<file path="src/rtl/pwrctl_pkg.sv">
package pwrctl_pkg;

    typedef enum logic [3:0] {
        ST_OFF, ST_STAB, ST_RISE, ST_IDLE, ST_ARG,
        ST_PLAY, ST_GAP, ST_FALL, ST_QUICK
    } pstate_t;

    typedef enum logic [3:0] {
        A_NONE, A_UP_FAST, A_UP_SLOW, A_DN_FAST, A_DN_SLOW, A_ARM,
        A_PHRASE, A_STOP, A_LOOP_SET, A_LOOP_CLR, A_VOLUME
    } action_t;

    localparam logic [3:0] OP_UP_FAST  = 4'h0;
    localparam logic [3:0] OP_UP_SLOW  = 4'h1;
    localparam logic [3:0] OP_DN_FAST  = 4'h2;
    localparam logic [3:0] OP_DN_SLOW  = 4'h3;
    localparam logic [3:0] OP_PLAY     = 4'h4;
    localparam logic [3:0] OP_STOP     = 4'h6;
    localparam logic [3:0] OP_LOOP_SET = 4'h8;
    localparam logic [3:0] OP_LOOP_CLR = 4'h9;
    localparam logic [3:0] OP_VOLUME   = 4'hA;

    localparam logic [1:0] BANK_BAD = 2'b11;

    function automatic int unsigned max3(int unsigned a, int unsigned b, int unsigned c);
        int unsigned m;
        m = (a > b) ? a : b;
        return (m > c) ? m : c;
    endfunction

endpackage

</file>
<file path="src/rtl/pwrctl_decode.sv">
module pwrctl_decode
    import pwrctl_pkg::*;
(
    input  pstate_t    st,
    input  logic       cmd_valid,
    input  logic [7:0] cmd_byte,
    output action_t    act
);
    logic [3:0] op;
    assign op = cmd_byte[7:4];

    always_comb begin
        act = A_NONE;
        if (cmd_valid) begin
            unique case (st)
                ST_OFF: begin
                    if (cmd_byte[1:0] != BANK_BAD) begin
                        if (op == OP_UP_FAST)      act = A_UP_FAST;
                        else if (op == OP_UP_SLOW) act = A_UP_SLOW;
                    end
                end
                ST_IDLE: begin
                    case (op)
                        OP_DN_FAST: act = A_DN_FAST;
                        OP_DN_SLOW: act = A_DN_SLOW;
                        OP_PLAY:    act = A_ARM;
                        OP_STOP:    act = A_STOP;
                        OP_VOLUME:  act = A_VOLUME;
                        default:    act = A_NONE;
                    endcase
                end
                ST_ARG: act = A_PHRASE;
                ST_PLAY: begin
                    case (op)
                        OP_STOP:     act = A_STOP;
                        OP_LOOP_SET: act = A_LOOP_SET;
                        OP_LOOP_CLR: act = A_LOOP_CLR;
                        OP_VOLUME:   act = A_VOLUME;
                        default:     act = A_NONE;
                    endcase
                end
                default: act = A_NONE;
            endcase
        end
    end
endmodule

</file>
<file path="src/rtl/pwrctl_timer.sv">
module pwrctl_timer #(
    parameter int CNT_W = 8
) (
    input  logic             clk,
    input  logic             rst,
    input  logic             restart,
    input  logic             step,
    input  logic [CNT_W-1:0] limit,
    output logic             done
);
    logic [CNT_W-1:0] cnt_q;

    always_ff @(posedge clk) begin
        if (rst || restart) cnt_q <= '0;
        else if (step)      cnt_q <= cnt_q + CNT_W'(1);
    end

    assign done = step && (cnt_q == limit - CNT_W'(1));
endmodule

</file>
<file path="src/rtl/pwrctl_top.sv">
module pwrctl_top
    import pwrctl_pkg::*;
#(
    parameter int STAB_MS = 2,
    parameter int RAMP_MS = 64,
    parameter int PD_CYC  = 8,
    parameter int GAP_CYC = 6
) (
    input  logic       clk,
    input  logic       rst,
    input  logic       ms_tick,
    input  logic       cmd_valid,
    input  logic [7:0] cmd_byte,
    input  logic       play_done,
    output logic       cmd_rdy,
    output logic       not_busy,
    output logic       osc_en,
    output logic       ramp_en,
    output logic       ramp_up,
    output logic       play_en,
    output logic [7:0] phrase,
    output logic       loop_on,
    output logic [3:0] volume,
    output logic [1:0] bank_mode
);
    localparam int unsigned MAXL  = max3(STAB_MS, RAMP_MS, max3(PD_CYC, GAP_CYC, 1));
    localparam int          CNT_W = $clog2(MAXL + 1);

    pstate_t state_q, state_d, ret_q, ret_d;
    logic       slow_q, slow_d, loop_q, loop_d;
    logic [3:0] vol_q, vol_d;
    logic [1:0] bank_q, bank_d;
    logic [7:0] phr_q, phr_d;
    action_t    act;
    logic             step, done;
    logic [CNT_W-1:0] limit;

    pwrctl_decode u_dec (
        .st(state_q), .cmd_valid(cmd_valid), .cmd_byte(cmd_byte), .act(act)
    );

    // timed states: millisecond windows for power, cycle windows for commands
    always_comb begin
        step  = 1'b0;
        limit = CNT_W'(1);
        case (state_q)
            ST_STAB:          begin step = ms_tick; limit = CNT_W'(STAB_MS); end
            ST_RISE, ST_FALL: begin step = ms_tick; limit = CNT_W'(RAMP_MS); end
            ST_GAP:           begin step = 1'b1;    limit = CNT_W'(GAP_CYC); end
            ST_QUICK:         begin step = 1'b1;    limit = CNT_W'(PD_CYC);  end
            default:          begin step = 1'b0;    limit = CNT_W'(1);       end
        endcase
    end

    pwrctl_timer #(.CNT_W(CNT_W)) u_tmr (
        .clk(clk), .rst(rst), .restart(state_q != state_d),
        .step(step), .limit(limit), .done(done)
    );

    always_comb begin
        state_d = state_q;
        ret_d   = ret_q;
        slow_d  = slow_q;
        loop_d  = loop_q;
        vol_d   = vol_q;
        bank_d  = bank_q;
        phr_d   = phr_q;
        case (state_q)
            ST_OFF: begin
                if (act == A_UP_FAST || act == A_UP_SLOW) begin
                    state_d = ST_STAB;
                    slow_d  = (act == A_UP_SLOW);
                    bank_d  = cmd_byte[1:0];
                end
            end
            ST_STAB: if (done) state_d = slow_q ? ST_RISE : ST_IDLE;
            ST_RISE: if (done) state_d = ST_IDLE;
            ST_IDLE: begin
                case (act)
                    A_DN_FAST: state_d = ST_QUICK;
                    A_DN_SLOW: state_d = ST_FALL;
                    A_ARM:     state_d = ST_ARG;
                    A_STOP:    begin state_d = ST_GAP; ret_d = ST_IDLE; end
                    A_VOLUME:  begin state_d = ST_GAP; ret_d = ST_IDLE; vol_d = cmd_byte[3:0]; end
                    default:   state_d = ST_IDLE;
                endcase
            end
            ST_ARG: begin
                if (act == A_PHRASE) begin
                    state_d = ST_PLAY;
                    phr_d   = cmd_byte;
                end
            end
            ST_PLAY: begin
                if (play_done) begin
                    state_d = ST_IDLE;
                    loop_d  = 1'b0;
                end else begin
                    case (act)
                        A_STOP:     begin state_d = ST_GAP; ret_d = ST_IDLE; loop_d = 1'b0; end
                        A_LOOP_SET: begin state_d = ST_GAP; ret_d = ST_PLAY; loop_d = 1'b1; end
                        A_LOOP_CLR: begin state_d = ST_GAP; ret_d = ST_PLAY; loop_d = 1'b0; end
                        A_VOLUME:   begin state_d = ST_GAP; ret_d = ST_PLAY; vol_d = cmd_byte[3:0]; end
                        default:    state_d = ST_PLAY;
                    endcase
                end
            end
            ST_GAP: begin
                // a phrase that ends inside the gap must not resume playing
                if (play_done && ret_q == ST_PLAY) begin
                    ret_d  = ST_IDLE;
                    loop_d = 1'b0;
                end
                if (done) state_d = (play_done && ret_q == ST_PLAY) ? ST_IDLE : ret_q;
            end
            ST_FALL:  if (done) state_d = ST_OFF;
            ST_QUICK: if (done) state_d = ST_OFF;
            default:  state_d = ST_OFF;
        endcase
    end

    always_ff @(posedge clk) begin
        if (rst) begin
            state_q <= ST_OFF;
            ret_q   <= ST_IDLE;
            slow_q  <= 1'b0;
            loop_q  <= 1'b0;
            vol_q   <= 4'd0;
            bank_q  <= 2'd0;
            phr_q   <= 8'd0;
        end else begin
            state_q <= state_d;
            ret_q   <= ret_d;
            slow_q  <= slow_d;
            loop_q  <= loop_d;
            vol_q   <= vol_d;
            bank_q  <= bank_d;
            phr_q   <= phr_d;
        end
    end

    assign cmd_rdy   = (state_q == ST_OFF) || (state_q == ST_IDLE) ||
                       (state_q == ST_ARG) || (state_q == ST_PLAY);
    assign not_busy  = (state_q == ST_OFF) || (state_q == ST_IDLE) || (state_q == ST_ARG);
    assign osc_en    = (state_q != ST_OFF);
    assign ramp_en   = (state_q == ST_RISE) || (state_q == ST_FALL);
    assign ramp_up   = (state_q == ST_RISE);
    assign play_en   = (state_q == ST_PLAY) || (state_q == ST_GAP && ret_q == ST_PLAY);
    assign phrase    = phr_q;
    assign loop_on   = loop_q;
    assign volume    = vol_q;
    assign bank_mode = bank_q;
endmodule

</file>
<file path="config.mk">
export PLATFORM = sky130hd
export DESIGN_NAME = pwrctl_top
export DESIGN_NICKNAME = d
export VERILOG_FILES = /design/src/rtl/pwrctl_pkg.sv /design/src/rtl/pwrctl_decode.sv /design/src/rtl/pwrctl_timer.sv /design/src/rtl/pwrctl_top.sv
export SDC_FILE = /design/constraint.sdc
export NUM_CORES = 1
export LEC_CHECK = 0
export BUFFER_PORTS_ARGS = -buffer_cell sky130_fd_sc_hd__buf_4
export CAP_MARGIN = 5
export CORE_ASPECT_RATIO = 1.1
export CORE_MARGIN = 3
export CORE_UTILIZATION = 55
export CTS_CLUSTER_DIAMETER = 80
export DETAILED_ROUTE_END_ITERATION = 8
export PLACE_DENSITY = 0.84
export SYNTH_ARGS = -nofsm -noshare
export SYNTH_HDL_FRONTEND = slang
export SYNTH_SLANG_ARGS = --single-unit
</file>
<file path="constraint.sdc">
create_clock -name clk -period 4.2 [get_ports clk]
set_input_delay 0.21 -clock clk [delete_from_list [all_inputs] [get_ports clk]]
set_output_delay 0.21 -clock clk [all_outputs]
set_load 0.005 [all_outputs]
</file>
==> results of run 1 <==
[sequential cells by signal, summed over array words and instances, names as in the netlist]
signal,cells
bank_mode,2
loop_on,1
phrase,8
ret_q,4
slow_q,1
state_q,4
u_tmr.cnt_q,7
volume,4
[cells by family after synthesis]
| group | after synthesis |
|---|---|
| simple gates | 124 |
| buf+inv | 25 |
| fa+ha+maj | 1 |
| compound gates | 58 |
| flops | 31 |
| xor+xnor | 11 |
| mux | 14 |
[metrics by stage]
step	cell area, µm²	utilization [%]	setup WS (ns)	total power, µW	instances
2_1_floorplan	2230	-	1.66	331	264
3_3_place_gp	2420	64.3	0.990	349	330
3_5_place_dp	2420	64.3	0.875	349	330
4_1_cts	2530	67.1	0.862	609	338
5_1_grt	2530	67.1	0.587	625	338
6_report	2530	67.1	0.827	604	338
[area by class of cell]
| cell class | instances | share of cell area (%) |
|---|---|---|
| multi-input cells | 208 | 57.6 |
| flip-flops and latches | 31 | 24.5 |
| repair buffers | 35 | 10.4 |
| clock buffers | 7 | 3.81 |
| well taps | 50 | 2.47 |
| inverters | 6 | 0.891 |
| clock inverters | 1 | 0.297 |
[tightest hold or removal path, cell delays in order]
cell     delay [ns]
buf_4          0.08
mux2i_1        0.05
nor2_1         0.07
[power groups by stage]
stage	combinational [µW]	sequential, µW	clock (µW)
floorplan	28.8	303	0
global placement	44.6	304	0
detailed placement	44.9	305	0
CTS	45.1	298	266
global route	49.6	298	277
finish	45.7	298	260
[worst paths after layout]
check,start,to,slack [ns],depth (start not counted)
setup reg to reg,state_q[1]$_SDFF_PP0_,u_tmr.cnt_q[1]$_SDFFE_PP0P_,0.83,9
hold reg to reg,loop_on$_SDFFE_PP0P_,loop_on$_SDFFE_PP0P_,0.49,2
hold / removal,cmd_byte[2],phrase[2]$_SDFFE_PP0P_,0.17,3
setup / recovery,state_q[1]$_SDFF_PP0_,u_tmr.cnt_q[1]$_SDFFE_PP0P_,0.83,9
[per-layer routing]
metal  up-vias  GRT usage (%)
met5         -              0
met4         0           6.77
met3         9           4.31
met2        76           38.9
met1       982           27.5
li1       1037              -
[synth_stat cells (2+ instances only)]
master,count
dfxtp_1,31
nor4_1,11
a21oi_1,16
and2_1,4
o21ai_0,10
buf_6,7
buf_4,2
xnor2_1,5
and4b_1,2
nor3_1,6
a41oi_1,2
nor4bb_1,4
buf_2,2
nor4_4,2
and3_1,6
nand2_1,14
or3_1,4
o31a_1,2
and4bb_2,2
a2111oi_2,2
inv_1,6
nor2b_1,2
nand3b_1,2
o21ai_1,2
nor2_1,31
nand2b_1,6
a211oi_1,2
nand3_1,11
a31oi_1,2
mux2i_1,14
xor2_1,6
nand4_1,3
clkbuf_1,7
==> flow_summary.yaml, run 1 <==
global_routing:
  grt_pass1_wl_um: 8420
  grt_start_max_net_pins: 25
  grt_use_total_pct: 22.3
  antenna_found_initial: 0
  grt_pass1_vias: 1848
  grt_overflow: 0
clocking:
  path_clk_slew_ns: 0.07
  cts_tree: "yes"
  clock-sinks: 31
  cts_resized: 0
  cts-root-buf: "clkbuf_8"
  ctsLongestPathBuffers: 2
  hold_buffers: 0
  clock_latency_ns: 0.28
  cts_setup_buffers: 0
  h-tree-depth: 2
  numCtsBuffers: 5
yosys:
  synth_top_area_share_pct: 27.8
  yosysSeqAreaShare_pct: 27.8
  yosys.area_share.simple_pct: 34.3
  netlist_instances: 264
  synthXorXnorAreaFrac_pct: 4.31
  synth-compound-area-share_pct: 19.8
  synth_top_family_by_area: "simple AND/OR/NAND/NOR gates"
  syn_nets: 278
  ys.flop_type: "dfxtp_1"
  synthMuxAreaShare_pct: 6.27
  yosys.area_share.adder_pct: 0.560
  synth_cell_types: 69
  synth_edf_count: 0
  synth_seq_cells: 31
  yosysWarnings: 0
  syn-cell-area_mm2: 0.00223
  synth_area_leader_cell: "dfxtp_1"
  synth_area_leaders: "dfxtp_1 (28%), mux2i_1 (6.3%), nor2_1 (5.2%)"
  syn_area_per_cell_um2: 8.46
  ys_async_sr_fraction_pct: 0
drt:
  routed_wl_um: 5260
  highest_layer: "met4"
  dr.pass1.iters: 5
  met1_length_um: 2200
  dr_total_vias: 2104
  wl_met3_um: 346
  wl_met2_um: 2620
  initialDrtViolationCount: 143
  remaining_drc_errors: 0
  antenna_left: 0
  wl_per_cell_um: 15.6
  vias_per_cell: 6.22
critical_path:
  crit_path_top_delay_cell: "dfxtp_1"
  crit_path_start_kind: "register"
  crit_path_cell_trace: "or4b_4 -> inv_1 -> o21ai_1 -> a22oi_2 -> and3_1 -> o22ai_1 -> and4bb_1 -> xnor2_1 -> nor4_1"
  cp.required_ns: 4.34
  worst-path-buf-inv: 1
  end_kind: "register"
  path_class: "reg2reg"
  critPathMaxStageDelay_ns: 0.88
  path_max_fanout: 22
  crit_family: "simple AND/OR/NAND/NOR gates"
  cp_data_arrival_time_ns: 3.52
power:
  p_switching_uw: 141
  pwr-share-comb_pct: 7.6
  max-vdd-ir-drop_v: 0.000240
  p_int_uw: 463
  power_leakage_uw: 0.00111
  p_seq_share_pct: 49.4
  swShare_pct: 23.3
  clkPwrFrac_pct: 43.1
  power.density_mw_per_mm2: 239
finish:
  layout.nets: 301
  mostFrequentLayoutCells: "buf_4 (35), nor2_1 (31), dfxtp_1 (31), a21oi_1 (16)"
  nFillCells: 318
  multi_input_area_mm2: 0.00146
  areaGrowthSynthToFinish_pct: 13.2
  final_common_cell: "buf_4"
  layout-drive-gt1-share_pct: 21.5
  regArea_um2: 621
  diodes: 0
timing:
  relSlewSlack_pct: 42.7
  hold_violations: 0
  max_freq_mhz: 296
  rsz0062_at_grt: "false"
  fin_setup_tns_ns: 0
  whs_ns: 0.167
  setup_viol_count_final: 0
  period_needed_ns: 3.37
  worstMarginPinSlew_ns: 0.859
  period_share_pct: 80.3
  slew_violations: 0
  finalClockSkew_ns: 0.00487
die:
  die_area_mm2: 0.00486
  die_w_um: 66.8
  die_y_um: 72.9
  num_io_pins: 34
  start_util_pct: 59.3
  core_mm2: 0.00377
  placementRows: 23
flow_run:
  maxCapViolCount: 0
place:
  port_buffers: 33
  hpwlAfterDp_um: 3830
  gp_congestion: 0.894
run_status:
  status: "complete, no violations"
worst_hold_path:
  worstHoldPathType: "in2reg"
No activity file was read; power rests on OpenSTA's default activity.
==> inputs of run 2 (changes only) <==
CORE_UTILIZATION = 51   (was 55)
PLACE_DENSITY = 0.82   (was 0.84)
clock period = 3.05 ns   (was 4.2 ns; I/O delays follow)
==> run 2 against run 1 <==
Net effect:
- first-iteration DRC count is 41% higher
- cell count rose by 4.4%
- combinational power grew 56%
- global-route usage grew 1.2 points
- critical endpoint is now u_tmr.cnt_q[5]$_SDFFE_PP0P_
==> flow_summary.yaml, run 2 (same netlist as run 1, synthesis figures left out) <==
critical_path:
  crit_path_start_kind: "register"
  crit_top_cell: "nor4_1"
  cp.required_ns: 3.23
  end_kind: "register"
  crit_family: "simple AND/OR/NAND/NOR gates"
  path_class: "reg2reg"
  critPathMaxStageDelay_ns: 0.49
  crit_path_cell_trace: "and4bb_2 -> o21a_1 -> or2_1 -> nor4_1 -> o21ai_1 -> and4bb_1 -> xnor2_2 -> nor4_1"
  crit_path_top_delay_cell: "dfxtp_1"
  path_max_fanout: 9
  worst-path-buf-inv: 0
  cp_data_arrival_time_ns: 3.01
timing:
  slew_violations: 0
  hold_violations: 0
  period_needed_ns: 2.83
  period_share_pct: 92.8
  finalClockSkew_ns: 0.00233
  worstMarginPinSlew_ns: 0.505
  fin_setup_tns_ns: 0
  rsz0062_at_grt: "false"
  setup_viol_count_final: 0
  worst_slack_ns: 0.221
  max_freq_mhz: 353
  relSlewSlack_pct: 65.5
power:
  power_uw: 839
  max-vdd-ir-drop_v: 0.000336
  power.density_mw_per_mm2: 313
  power_leakage_uw: 0.00119
die:
  core_mm2: 0.00408
  die_y_um: 75.4
  num_io_pins: 34
  placementRows: 24
  die_area_mm2: 0.00521
  start_util_pct: 54.7
  die_w_um: 69.1
clocking:
  clock-sinks: 31
  h-tree-depth: 2
  path_clk_slew_ns: 0.06
  hold_buffers: 0
  numCtsBuffers: 5
  clock_latency_ns: 0.28
  cts_resized: 0
  cts_tree: "yes"
  cts-root-buf: "clkbuf_8"
  ctsLongestPathBuffers: 2
  cts_setup_buffers: 0
worst_hold_path:
  worstHoldPathType: "in2reg"
flow_run:
  maxCapViolCount: 0
global_routing:
  grt_pass1_wl_um: 10000
  grt_overflow: 0
  antenna_found_initial: 0
  grt_use_total_pct: 23.6
  grt_start_max_net_pins: 25
  grt_pass1_vias: 2192
drt:
  wl_per_cell_um: 16.8
  remaining_drc_errors: 0
  dr_total_vias: 2197
  dr.pass1.iters: 5
  initialDrtViolationCount: 201
  antenna_left: 0
  vias_per_cell: 6.22
  routed_wl_um: 5920
finish:
  mostFrequentLayoutCells: "buf_4 (48), nor2_1 (31), dfxtp_1 (28), a21oi_1 (16)"
  largest_register_ffs: 8
  nFillCells: 360
  areaGrowthSynthToFinish_pct: 19.8
  final_common_cell: "buf_4"
  layout.nets: 314
  utilization_pct: 65.6
  layout-drive-gt1-share_pct: 27.6
  regArea_um2: 624
  diodes: 0
  multi_input_area_mm2: 0.00150
  final_area_mm2: 0.00268
place:
  port_buffers: 33
  place_area_mm2: 0.00252
  pre_cts_ws_ns: 0.0389
  hpwlAfterDp_um: 4430
  gp_congestion: 0.983
run_status:
  status: "complete, no violations"
## run 2: worst paths after layout
| path | start | slack (ns) | cells past startpoint | end |
|---|---|---|---|---|
| setup / recovery | state_q[1]$_SDFF_PP0_ | 0.22 | 8 | u_tmr.cnt_q[5]$_SDFFE_PP0P_ |
| hold / removal | cmd_byte[2] | 0.12 | 3 | volume[2]$_SDFFE_PP0P_ |
| setup reg to reg | state_q[1]$_SDFF_PP0_ | 0.22 | 8 | u_tmr.cnt_q[5]$_SDFFE_PP0P_ |
| hold reg to reg | loop_on$_SDFFE_PP0P_ | 0.48 | 2 | loop_on$_SDFFE_PP0P_ |
## run 2: layer usage
layer,routed length (µm),track usage (%)
met1,2380,27.0
met2,2890,41.9
met3,413,5.41
met4,231,11.9
met5,0,0
## run 2: final cells by class
cell class	count	area share (%)
Clock inverter	1	0.280
Tap cell	52	2.43
Sequential cell	31	23.3
Timing Repair Buffer	48	13.5
Multi-Input combinational cell	208	56.1
Inverter	6	0.841
Clock buffer	7	3.60
## run 2: power by group
| group | internal, µW | total (µW) | switching [µW] |
|---|---|---|---|
| Combinational | 29.6 | 71.3 | 41.7 |
| Clock | 205 | 358 | 153 |
| Sequential | 407 | 409 | 2.27 |
## run 2: through the flow
stage               std cells  hold slack (ns)
floorplan                 264            0.222
global placement          345            0.393
detailed placement        345            0.411
CTS                       353            0.118
global route              353            0.134
finish                    353            0.120
## run 2: worst register-to-register path: stages, from the launching register on
cell	delay [ns]
dfxtp_1	0.49
and4bb_2	0.34
o21a_1	0.16
or2_1	0.31
nor4_1	0.40
o21ai_1	0.23
and4bb_1	0.30
xnor2_2	0.20
nor4_1	0.32
==> inputs of run 3 (changes only) <==
ABC_AREA = 1   (was default)
==> run 3 against run 2 <==
Net effect:
- cell count rose by 25%
- utilization fell by 1.9 points
- wire length fell by 6.5%
- design area fell by 2.9%
- total power fell by 5.8%
- sequential power barely moved
- worst hold slack got worse by 0.0043 ns
- critical endpoint is now u_tmr.cnt_q[4]$_SDFFE_PP0P_
- largest power group unchanged
==> flow_summary.yaml, run 3 <==
run_status:
  status: "complete, no violations"
clocking:
  ctsLongestPathBuffers: 2
  clock_latency_ns: 0.29
  hold_buffers: 0
  numCtsBuffers: 5
  path_clk_slew_ns: 0.07
  h-tree-depth: 2
  cts_setup_buffers: 0
  clock-sinks: 31
  cts_tree: "yes"
  cts-root-buf: "clkbuf_8"
  cts_resized: 0
drt:
  routed_wl_um: 5530
  vias_per_cell: 5.26
  initialDrtViolationCount: 174
  dr_total_vias: 2313
  remaining_drc_errors: 0
  wl_per_cell_um: 12.6
  antenna_left: 0
  dr.pass1.iters: 5
die:
  die_y_um: 75.4
  die_w_um: 69.1
  num_io_pins: 34
  core_mm2: 0.00408
  die_area_mm2: 0.00521
  placementRows: 24
  start_util_pct: 54.7
timing:
  slew_violations: 0
  finalClockSkew_ns: 0.00926
  period_needed_ns: 2.59
  worstMarginPinSlew_ns: 0.427
  worst_slack_ns: 0.456
  max_freq_mhz: 385
  relSlewSlack_pct: 71.5
  hold_violations: 0
  period_share_pct: 85.1
  fin_setup_tns_ns: 0
  setup_viol_count_final: 0
  rsz0062_at_grt: "false"
finish:
  largest_register_ffs: 8
  diodes: 0
  nFillCells: 389
  final_common_cell: "nand2_1"
  areaGrowthSynthToFinish_pct: 16.4
  layout-drive-gt1-share_pct: 24.5
  mostFrequentLayoutCells: "nand2_1 (92), nor2_1 (44), inv_1 (36), buf_4 (34), dfxtp_1 (31)"
  layout.nets: 401
place:
  hpwlAfterDp_um: 4280
  gp_congestion: 0.995
  port_buffers: 33
  pre_cts_ws_ns: 0.471
yosys:
  synth_seq_cells: 31
  synthTopCellsByCount: "nand2_1 (92), nor2_1 (44), inv_1 (36)"
  syn_nets: 366
  synth_cell_types: 35
  synth_edf_count: 0
  yosysSeqAreaShare_pct: 27.8
  synth_top_area_share_pct: 27.8
  netlist_instances: 352
  syn-cell-area_mm2: 0.00223
  syn_area_per_cell_um2: 6.35
  ys.flop_type: "dfxtp_1"
  ys_async_sr_fraction_pct: 0
  synth.most_common_cell: "nand2_1"
  yosysWarnings: 0
  synth_area_leader_cell: "dfxtp_1"
  synth_area_leaders: "dfxtp_1 (28%), nand2_1 (15%), nor2_1 (7.4%)"
global_routing:
  grt_pass1_wl_um: 9560
  grt_use_total_pct: 22.4
  grt_overflow: 0
  grt_start_max_net_pins: 18
  grt_pass1_vias: 2093
  antenna_found_initial: 0
critical_path:
  crit_path_start: "state_q[3]$_SDFF_PP0_"
  path_max_fanout: 14
  crit_path_start_kind: "register"
  cp.required_ns: 3.28
  path_class: "reg2reg"
  end_kind: "register"
  worstReg2RegStart: "state_q[3]$_SDFF_PP0_"
  cp_data_arrival_time_ns: 2.82
worst_hold_path:
  holdCritStartpoint: "cmd_byte[3]"
  worstHoldPathType: "in2reg"
power:
  power.density_mw_per_mm2: 304
  power_leakage_uw: 0.00128
  max-vdd-ir-drop_v: 0.000261
flow_run:
  maxCapViolCount: 0
-- run 3: changes by cell type after synthesis, sizes merged, moves of 7 or more --
cell,previous run,this run
o21ai,12,20
nand3,12,33
nand2,14,104
nor4,13,1
buf,11,4
mux2i,14,0
nor2,31,62
a21oi,16,27
inv,6,45
-- run 3: metrics by stage --
stage	instance area (µm²)	hold slack (ns)	power (µW)	instances	utilization (%)
final	2600	0.115	790	440	63.7
after CTS	2600	0.118	794	440	63.7
after detailed placement	2520	0.416	478	432	61.6
after global placement	2520	0.407	477	432	61.6
after global routing	2600	0.127	815	440	63.7
after floorplan	2230	0.287	450	352	-
-- run 3: metal layers --
| metal | vias to the layer above | global-route usage [%] | part of all wire (%) |
|---|---|---|---|
| li1 | 1193 | - | - |
| met1 | 1022 | 31.0 | 46 |
| met2 | 86 | 34.9 | 45 |
| met3 | 12 | 4.49 | 7.5 |
| met4 | 0 | 8.68 | 1.8 |
| met5 | - | 0 | 0 |
-- run 3: power by group --
group	switching [µW]	internal, µW	total, µW	leakage, µW
clock network	161	159	320	0.0000412
registers	1.18	406	407	0.000250
logic	40.1	22.5	62.6	0.000985
-- run 3: worst paths after layout --
path | slack [ns] | endpoint | depth (start not counted)
worst max-delay path | 0.46 | u_tmr.cnt_q[4]$_SDFFE_PP0P_ | 15
worst min-delay path | 0.12 | volume[3]$_SDFFE_PP0P_ | 3
worst max register to register | 0.46 | u_tmr.cnt_q[4]$_SDFFE_PP0P_ | 15
worst min register to register | 0.46 | phrase[4]$_SDFFE_PP0P_ | 2
-- run 3: cell type report --
class | count | area [µm²] | share of cell area (%)
timing repair buffer | 34 | 255 | 9.81
sequential | 31 | 621 | 23.9
multi-input combinational | 269 | 1400 | 53.8
clock inverter | 2 | 12.5 | 0.481
clock buffer | 6 | 72.6 | 2.79
tap | 52 | 65.1 | 2.50
inverter | 46 | 175 | 6.73
-- run 3: cell families after synthesis --
| logic type | Yosys count | share of synthesized area, % |
|---|---|---|
| AND/OR/NAND/NOR | 207 | 45.4 |
| XOR/XNOR | 6 | 2.35 |
| buffers and inverters | 52 | 9.57 |
| flip-flops | 31 | 27.8 |
| AO/OA/AOI/OAI | 55 | 14.4 |
| adder cells (fa/ha/maj) | 1 | 0.560 |
-- run 3: worst max-delay path, stage by stage (launching register included) --
cell and delay, ns:
dfxtp_1 0.42, inv_2 0.13, nand2_4 0.08, nor2_4 0.31, a21oi_2 0.12, a21oi_2 0.39, nand2_1 0.30, nand2_1 0.13
a21oi_1 0.05, nand3_1 0.08, nor2_1 0.07, nand3_1 0.09, nand2_2 0.07, nor2_4 0.09, nand2_4 0.10, nor2_2 0.09
